## config.mk

```make
export PLATFORM = sky130hd
export DESIGN_NAME = seg_xlate
export DESIGN_NICKNAME = d
export VERILOG_FILES = /design/src/rtl/seg_xlate_pkg.sv /design/src/rtl/seg_xlate_attr_dec.sv /design/src/rtl/seg_xlate_check.sv /design/src/rtl/seg_xlate_ctrl.sv /design/src/rtl/seg_xlate.sv
export SDC_FILE = /design/constraint.sdc
export NUM_CORES = 1
export LEC_CHECK = 0
export ABC_AREA = 1
export ABC_CLOCK_PERIOD_IN_PS = 6300
export BUFFER_PORTS_ARGS = -buffer_cell sky130_fd_sc_hd__buf_2
export CELL_PAD_IN_SITES_DETAIL_PLACEMENT = 1
export CELL_PAD_IN_SITES_GLOBAL_PLACEMENT = 2
export CORE_ASPECT_RATIO = 1.75
export CORE_MARGIN = 2
export CORE_UTILIZATION = 35
export CTS_BUF_LIST = sky130_fd_sc_hd__clkbuf_4 sky130_fd_sc_hd__clkbuf_8
export CTS_CLUSTER_DIAMETER = 100
export DETAILED_ROUTE_END_ITERATION = 8
export GPL_ROUTABILITY_DRIVEN = 0
export GPL_TIMING_DRIVEN = 0
export PLACE_DENSITY = 0.93
export SLEW_MARGIN = 15
export SYNTH_ARGS = -nofsm -noshare
export SYNTH_HDL_FRONTEND = slang
export SYNTH_HIERARCHICAL = 1
export SYNTH_SLANG_ARGS = --single-unit
```

## constraint.sdc

```tcl
create_clock -name clk_i -period 6.3 [get_ports clk_i]
set_clock_uncertainty 0.1 [all_clocks]
set_input_delay 0.315 -clock clk_i [delete_from_list [all_inputs] [get_ports clk_i]]
set_output_delay 0.315 -clock clk_i [all_outputs]
set_load 0.05 [all_outputs]
```

## src/rtl/seg_xlate_pkg.sv

```systemverilog
package seg_xlate_pkg;

  typedef enum logic [1:0] {
    ACC_READ  = 2'd0,
    ACC_WRITE = 2'd1,
    ACC_EXEC  = 2'd2,
    ACC_RSVD  = 2'd3
  } acc_e;

  typedef enum logic [2:0] {
    CAUSE_NONE    = 3'd0,
    CAUSE_RANGE   = 3'd1,
    CAUSE_INVALID = 3'd2,
    CAUSE_LIMIT   = 3'd3,
    CAUSE_PERM    = 3'd4
  } cause_e;

  typedef enum logic [1:0] {
    XS_IDLE,
    XS_FETCH_BASE,
    XS_FETCH_ATTR,
    XS_REPLY
  } xl_state_e;

  typedef struct packed {
    logic present;
    logic rd;
    logic wr;
    logic ex;
  } seg_flags_t;

  function automatic logic acc_allowed(acc_e acc, seg_flags_t f);
    case (acc)
      ACC_READ:  return f.rd;
      ACC_WRITE: return f.wr;
      ACC_EXEC:  return f.ex;
      default:   return 1'b0;
    endcase
  endfunction

endpackage

```

## src/rtl/seg_xlate_attr_dec.sv

```systemverilog
module seg_xlate_attr_dec
  import seg_xlate_pkg::*;
#(
  parameter int DW    = 32,
  parameter int OFF_W = 24
) (
  input  logic [DW-1:0]    attr_word_i,
  output seg_flags_t       flags_o,
  output logic [OFF_W-1:0] limit_o
);
  // flags occupy the top four bits, present first
  localparam int FLAG_LSB = DW - 4;

  assign flags_o = seg_flags_t'(attr_word_i[DW-1:FLAG_LSB]);
  assign limit_o = attr_word_i[OFF_W-1:0];
endmodule

```

## src/rtl/seg_xlate_check.sv

```systemverilog
module seg_xlate_check
  import seg_xlate_pkg::*;
#(
  parameter int SEG_W = 8,
  parameter int OFF_W = 24,
  parameter int DW    = 32
) (
  input  logic [SEG_W-1:0] seg_i,
  input  logic [SEG_W:0]   len_i,
  output logic             in_range_o,
  input  logic [DW-1:0]    base_word_i,
  input  logic [DW-1:0]    attr_word_i,
  input  logic [OFF_W-1:0] off_i,
  input  acc_e             acc_i,
  output cause_e           cause_o,
  output logic [DW-1:0]    paddr_o
);
  seg_flags_t       flags;
  logic [OFF_W-1:0] limit;

  seg_xlate_attr_dec #(.DW(DW), .OFF_W(OFF_W)) u_attr_dec (
    .attr_word_i(attr_word_i),
    .flags_o    (flags),
    .limit_o    (limit)
  );

  assign in_range_o = {1'b0, seg_i} < len_i;

  always_comb begin
    if (!flags.present)              cause_o = CAUSE_INVALID;
    else if (off_i >= limit)         cause_o = CAUSE_LIMIT;
    else if (!acc_allowed(acc_i, flags)) cause_o = CAUSE_PERM;
    else                             cause_o = CAUSE_NONE;
  end

  assign paddr_o = (cause_o == CAUSE_NONE) ? base_word_i + DW'(off_i) : '0;
endmodule

```

## src/rtl/seg_xlate_ctrl.sv

```systemverilog
module seg_xlate_ctrl
  import seg_xlate_pkg::*;
#(
  parameter int AW = 32,
  parameter int DW = 32
) (
  input  logic          clk_i,
  input  logic          rst_ni,
  input  logic          req_valid_i,
  output logic          req_ready_o,
  output logic          accept_o,
  input  logic          in_range_i,
  input  logic [AW-1:0] entry_addr_i,
  output logic          mem_req_o,
  output logic [AW-1:0] mem_addr_o,
  input  logic          mem_rvalid_i,
  input  logic [DW-1:0] mem_rdata_i,
  output logic [DW-1:0] base_word_o,
  input  cause_e        cause_i,
  input  logic [DW-1:0] paddr_i,
  output logic          rsp_valid_o,
  output cause_e        rsp_cause_o,
  output logic [DW-1:0] rsp_paddr_o
);
  xl_state_e     state_q, state_d;
  logic [DW-1:0] base_word_q;
  cause_e        cause_q;
  logic [DW-1:0] paddr_q;
  logic [1:0]    rd_cnt_q;
  logic          rd_done;

  assign req_ready_o = (state_q == XS_IDLE);
  assign accept_o    = req_valid_i && req_ready_o;
  assign mem_req_o   = (state_q == XS_FETCH_BASE) || (state_q == XS_FETCH_ATTR);
  assign mem_addr_o  = entry_addr_i + AW'(state_q == XS_FETCH_ATTR);
  assign rd_done     = mem_req_o && mem_rvalid_i;
  assign base_word_o = base_word_q;
  assign rsp_valid_o = (state_q == XS_REPLY);
  assign rsp_cause_o = cause_q;
  assign rsp_paddr_o = paddr_q;

  always_comb begin
    state_d = state_q;
    case (state_q)
      XS_IDLE:       if (accept_o) state_d = in_range_i ? XS_FETCH_BASE : XS_REPLY;
      XS_FETCH_BASE: if (mem_rvalid_i) state_d = XS_FETCH_ATTR;
      XS_FETCH_ATTR: if (mem_rvalid_i) state_d = XS_REPLY;
      default:       state_d = XS_IDLE;
    endcase
  end

  always_ff @(posedge clk_i or negedge rst_ni) begin
    if (!rst_ni) begin
      state_q     <= XS_IDLE;
      base_word_q <= '0;
      cause_q     <= CAUSE_NONE;
      paddr_q     <= '0;
    end else begin
      state_q <= state_d;
      if (accept_o && !in_range_i) begin
        cause_q <= CAUSE_RANGE;
        paddr_q <= '0;
      end
      if (state_q == XS_FETCH_BASE && mem_rvalid_i) base_word_q <= mem_rdata_i;
      // attribute word is checked as it arrives
      if (state_q == XS_FETCH_ATTR && mem_rvalid_i) begin
        cause_q <= cause_i;
        paddr_q <= paddr_i;
      end
    end
  end

  always_ff @(posedge clk_i or negedge rst_ni) begin
    if (!rst_ni)                     rd_cnt_q <= '0;
    else if (accept_o)               rd_cnt_q <= '0;
    else if (rd_done && rd_cnt_q != 2'd3) rd_cnt_q <= rd_cnt_q + 2'd1;
  end

  AST_RANGE_NO_FETCH: assert property (@(posedge clk_i) disable iff (!rst_ni)
    rsp_valid_o && rsp_cause_o == CAUSE_RANGE |-> rd_cnt_q == 2'd0);
  AST_BOTH_WORDS_READ: assert property (@(posedge clk_i) disable iff (!rst_ni)
    rsp_valid_o && rsp_cause_o != CAUSE_RANGE |-> rd_cnt_q == 2'd2);
  AST_ADDR_HELD: assert property (@(posedge clk_i) disable iff (!rst_ni)
    mem_req_o && !mem_rvalid_i |=> mem_req_o && $stable(mem_addr_o));
  AST_BUSY_AFTER_ACCEPT: assert property (@(posedge clk_i) disable iff (!rst_ni)
    req_valid_i && req_ready_o |=> !req_ready_o);
  AST_RSP_ONE_CYCLE: assert property (@(posedge clk_i) disable iff (!rst_ni)
    rsp_valid_o |=> !rsp_valid_o);
  AST_NO_READ_WHEN_READY: assert property (@(posedge clk_i) disable iff (!rst_ni)
    req_ready_o |-> !mem_req_o);
endmodule

```

## src/rtl/seg_xlate.sv

```systemverilog
module seg_xlate
  import seg_xlate_pkg::*;
#(
  parameter int SEG_W = 8,
  parameter int OFF_W = 24,
  parameter int AW    = 32,
  parameter int DW    = 32
) (
  input  logic             clk_i,
  input  logic             rst_ni,
  input  logic             req_valid_i,
  output logic             req_ready_o,
  input  logic [SEG_W-1:0] req_seg_i,
  input  logic [OFF_W-1:0] req_off_i,
  input  logic [1:0]       req_acc_i,
  input  logic [AW-1:0]    tbl_base_i,
  input  logic [SEG_W:0]   tbl_len_i,
  output logic             mem_req_o,
  output logic [AW-1:0]    mem_addr_o,
  input  logic             mem_rvalid_i,
  input  logic [DW-1:0]    mem_rdata_i,
  output logic             rsp_valid_o,
  output logic             rsp_trap_o,
  output logic [2:0]       rsp_cause_o,
  output logic [DW-1:0]    rsp_paddr_o
);
  localparam int ENTRY_SHIFT = 1; // two words per entry

  logic             accept, in_range;
  logic [AW-1:0]    entry_q;
  logic [OFF_W-1:0] off_q;
  acc_e             acc_q;
  logic [DW-1:0]    base_word, chk_paddr;
  cause_e           chk_cause, rsp_cause;

  always_ff @(posedge clk_i or negedge rst_ni) begin
    if (!rst_ni) begin
      entry_q <= '0;
      off_q   <= '0;
      acc_q   <= ACC_READ;
    end else if (accept) begin
      entry_q <= tbl_base_i + (AW'(req_seg_i) << ENTRY_SHIFT);
      off_q   <= req_off_i;
      acc_q   <= acc_e'(req_acc_i);
    end
  end

  seg_xlate_check #(.SEG_W(SEG_W), .OFF_W(OFF_W), .DW(DW)) u_check (
    .seg_i      (req_seg_i),
    .len_i      (tbl_len_i),
    .in_range_o (in_range),
    .base_word_i(base_word),
    .attr_word_i(mem_rdata_i),
    .off_i      (off_q),
    .acc_i      (acc_q),
    .cause_o    (chk_cause),
    .paddr_o    (chk_paddr)
  );

  seg_xlate_ctrl #(.AW(AW), .DW(DW)) u_ctrl (
    .clk_i       (clk_i),
    .rst_ni      (rst_ni),
    .req_valid_i (req_valid_i),
    .req_ready_o (req_ready_o),
    .accept_o    (accept),
    .in_range_i  (in_range),
    .entry_addr_i(entry_q),
    .mem_req_o   (mem_req_o),
    .mem_addr_o  (mem_addr_o),
    .mem_rvalid_i(mem_rvalid_i),
    .mem_rdata_i (mem_rdata_i),
    .base_word_o (base_word),
    .cause_i     (chk_cause),
    .paddr_i     (chk_paddr),
    .rsp_valid_o (rsp_valid_o),
    .rsp_cause_o (rsp_cause),
    .rsp_paddr_o (rsp_paddr_o)
  );

  assign rsp_cause_o = rsp_cause;
  assign rsp_trap_o  = (rsp_cause != CAUSE_NONE);

  AST_TRAP_ZERO_ADDR: assert property (@(posedge clk_i) disable iff (!rst_ni)
    rsp_valid_o && rsp_trap_o |-> rsp_paddr_o == '0);
  AST_CAUSE_CODED: assert property (@(posedge clk_i) disable iff (!rst_ni)
    rsp_valid_o |-> rsp_cause_o <= 3'd4);
endmodule

```

==> impl_metrics.toml <==
[drt]
via_per_inst = 4.78
first_iter_violations = 262
wire_per_inst_um = 16.5
first_pass_iters = 4
vias = 10600
route.detailed.drc = 0
ant_nets = 0
wl_mm = 36.8

[cts]
insertion_delay_ns = 0.49
cts.sinks = 127
htree_levels = 4
cts_resized = 0
tritoncts = "done"
postCtsSetupBuffers = 0
clock-root-buffer = "clkbuf_8"
path_clk_slew_ns = 0.08
clock_path_buffers = 2
numCtsBuffers = 17

[yosys]
yosysUniqueCellTypes = 50
avgSynthCellArea_um2 = 6.74
synth_edf_count = 0
syn-cell-area_um2 = 10500
seq_area_frac_synth_pct = 30.2
syn_nets = 1745
ys_async_sr_fraction_pct = 100
ys_warn_count = 6
netlist_instances = 1561
synth_top_flop_cell = "dfrtp_1"
ys_ff_latch = 127

[timing]
fin_setup_tns_ns = 0
final-hold-violation-count = 0
min_period_ns = 3.36
rsz0062_at_grt = "false"
setup_violations = 0
max_freq_mhz = 297
relSlewSlack_pct = 34.7
tightest_slew_ns = 0.974
slew_violations = 0
fin_crit_sh_pct = 53.4

[layout]
fillers = 3989
fin_nets = 2011
drive_gt1_share_pct = 19.4
layout.cells.non_filler = 2227
area_growth_syn_to_layout_pct = 23.3

[global_routing]
grt_overflow_total = 0
antenna_found_initial = 1
grt_pass1_wl_mm = 58.1
grt_use_total_pct = 24.2
grt_max_degree = 70
grt_pass1_vias = 11600

[floorplanning]
die_x_um = 135
die_y_um = 233
die-area_um2 = 31500
fp.coreArea_um2 = 29800
num_rows = 84
start_util_pct = 35.3
ios = 182

[power]
seqPwrFrac_pct = 25.1
p_total_w = 0.00627
p_leak_nw = 7.37
internal_power_w = 0.00283
ir_worst_vdd_mv = 0.283
swShare_pct = 54.9
combPwrFrac_pct = 63.6
p_switching_w = 0.00344
pwr-share-clk_pct = 11.3
cellPowerDensity_nw_per_um2 = 483

[min_path]
hold_start = "mem_rvalid_i"
hold_end = "u_ctrl/rsp_paddr_o[0]"
min_path_type = "primary input to flop"
hold_path_depth = 3

[worst_setup_path]
worstReg2RegStart = "u_ctrl/state_q[0]"
reg2reg_depth = 9
criticalPathCategory = "flop to output pin"
cp.required_ns = 5.88
worst-r2r-setup-slack_ns = 3.67
startpoint_type = "flop"
timing.rr.end = "off_q[3]"
path_max_fanout = 5
end_kind = "output pin"
arrival_ns = 2.95

[placement]
placed_cells = 2129
hpwlAfterDp_mm = 30.5
numPortBuffers = 180

[outcome]
outcome = "complete, no violations"

[job]
max-cap-violations = 0
[cell families after synthesis]
group | share of synthesized area, %
adders and majority gates | 8.82
muxes | 3.42
xor gates and xnor gates | 3.32
buffers and inverters | 11.3
DFF | 30.2
and+or+nand+nor | 40.0
AOI/OAI and AO/OA | 2.96
[through the flow]
stage / setup WS (ns) / utilization (%) / hold slack [ns] / cell area (um^2)
6_report: 2.94 / 43.5 / 0.0637 / 13000
5_1_grt: 2.77 / 43.5 / 0.0476 / 13000
4_1_cts: 2.83 / 43.5 / 0.00415 / 13000
3_5_place_dp: 3.13 / 40.0 / 0.231 / 11900
3_3_place_gp: 3.04 / 39.9 / 0.350 / 11900
2_1_floorplan: 3.64 / - / -0.0806 / 10500
[placed cells by master, fill, tap and decap left out, drive strengths merged]
cell type,synthesis,layout
xnor2,25,25
o2bb2ai,1,1
nand4,11,11
o21ai,12,12
dfrtp,127,127
clkbuf,16,39
inv,213,213
a21o,2,2
clkinv,0,6
xor2,14,14
o21a,1,1
o22a,1,1
or2,2,2
o21bai,1,1
diode,0,1
nor3,12,12
nand3b,25,25
buf,41,222
and3,1,1
nor2,150,150
dlygate4sd3,0,66
ha,71,71
mux2,32,32
a21boi,1,1
bufinv,0,2
o22ai,1,1
nor3b,2,2
fa,2,2
and2,3,3
nand3,101,101
a21oi,32,32
a211oi,1,1
a22oi,1,1
nand2,658,658
or3,1,1
[timing repair]
item,CTS,global route
endpoints found under the hold margin,123,0
hold buffers,66,0
endpoints found under the setup margin,0,0
[worst max path at each step]
stage,from,end,slack (ns),cells after the start
detailed placement,req_seg_i[4],u_ctrl/rsp_paddr_o[13],3.13,10
global placement,rst_ni,entry_q[22],3.04,1
CTS,u_ctrl/state_q[0],mem_addr_o[14],2.83,10
floorplan,u_ctrl/state_q[0],mem_addr_o[14],3.64,9
finish,u_ctrl/state_q[0],mem_addr_o[14],2.94,10
global route,u_ctrl/state_q[0],mem_addr_o[14],2.77,10
[layer usage]
metal,track usage [%],vias to the layer above,wire (um)
li1,-,5306,-
met1,20.9,5053,12100
met2,50.1,199,21400
met3,3.52,86,917
met4,14.7,0,2260
met5,0,-,0
[registers in the layout, indices dropped and copies added (netlist names)]
register and cells:
acc_q 2, entry_q 32, u_ctrl/state_q 2, u_ctrl/rsp_cause_o 3
u_ctrl/rsp_paddr_o 32, u_ctrl/base_word_o 32, off_q 24
[cells in the mapped netlist (2+ instances only)]
cell,number,area [um^2]
fa_1,2,40.0
and2_1,2,12.5
mux2_2,31,349
nand3_1,100,500
buf_2,2,10.0
nor3_1,8,40.0
nand2_2,20,125
nor3b_2,2,25.0
clkbuf_1,16,60.1
nor3_2,4,40.0
nand4_1,10,62.6
nor2_1,119,447
ha_1,71,888
inv_1,209,785
nor2_8,3,60.1
xor2_1,13,114
dfrtp_1,127,3180
nor2_2,20,125
nand3b_1,25,188
a21o_1,2,15.0
nand2_1,634,2380
a21oi_1,30,150
o21ai_0,11,55.1
inv_2,4,15.0
buf_4,33,248
nand2_4,3,33.8
buf_6,6,67.6
nor2_4,8,90.1
xnor2_1,25,219
[power groups by stage]
stage	Combinational, W	Sequential, W	Clock, W
2_1_floorplan	0.00259	0.00181	0
3_3_place_gp	0.00388	0.00157	0
3_5_place_dp	0.00397	0.00159	0
4_1_cts	0.00402	0.00158	0.000738
5_1_grt	0.00442	0.00163	0.000767
6_report	0.00399	0.00157	0.000708
[worst max-delay path, stage by stage, from the launching register on]
cell and delay [ns]:
dfrtp_1 0.44, inv_1 0.10, ha_1 0.33, ha_1 0.25, ha_1 0.21, nand2_2 0.10, nor2_8 0.17, nand2_4 0.08
nor2_4 0.25, xor2_1 0.22, buf_2 0.30
[area by class of cell]
cell class              count  area, um^2  area share [%]
repair buffers            247        1600            12.3
clock inverters             8        90.1           0.694
clock buffers              23         285            2.20
flip-flops and latches    127        3180            24.5
well taps                 387         484            3.73
diodes                      1        2.50          0.0193
inverters                 213         800            6.16
multi-input cells        1164        6160            47.5
plain buffers              57         385            2.97
(Power assumes the default switching activity.)
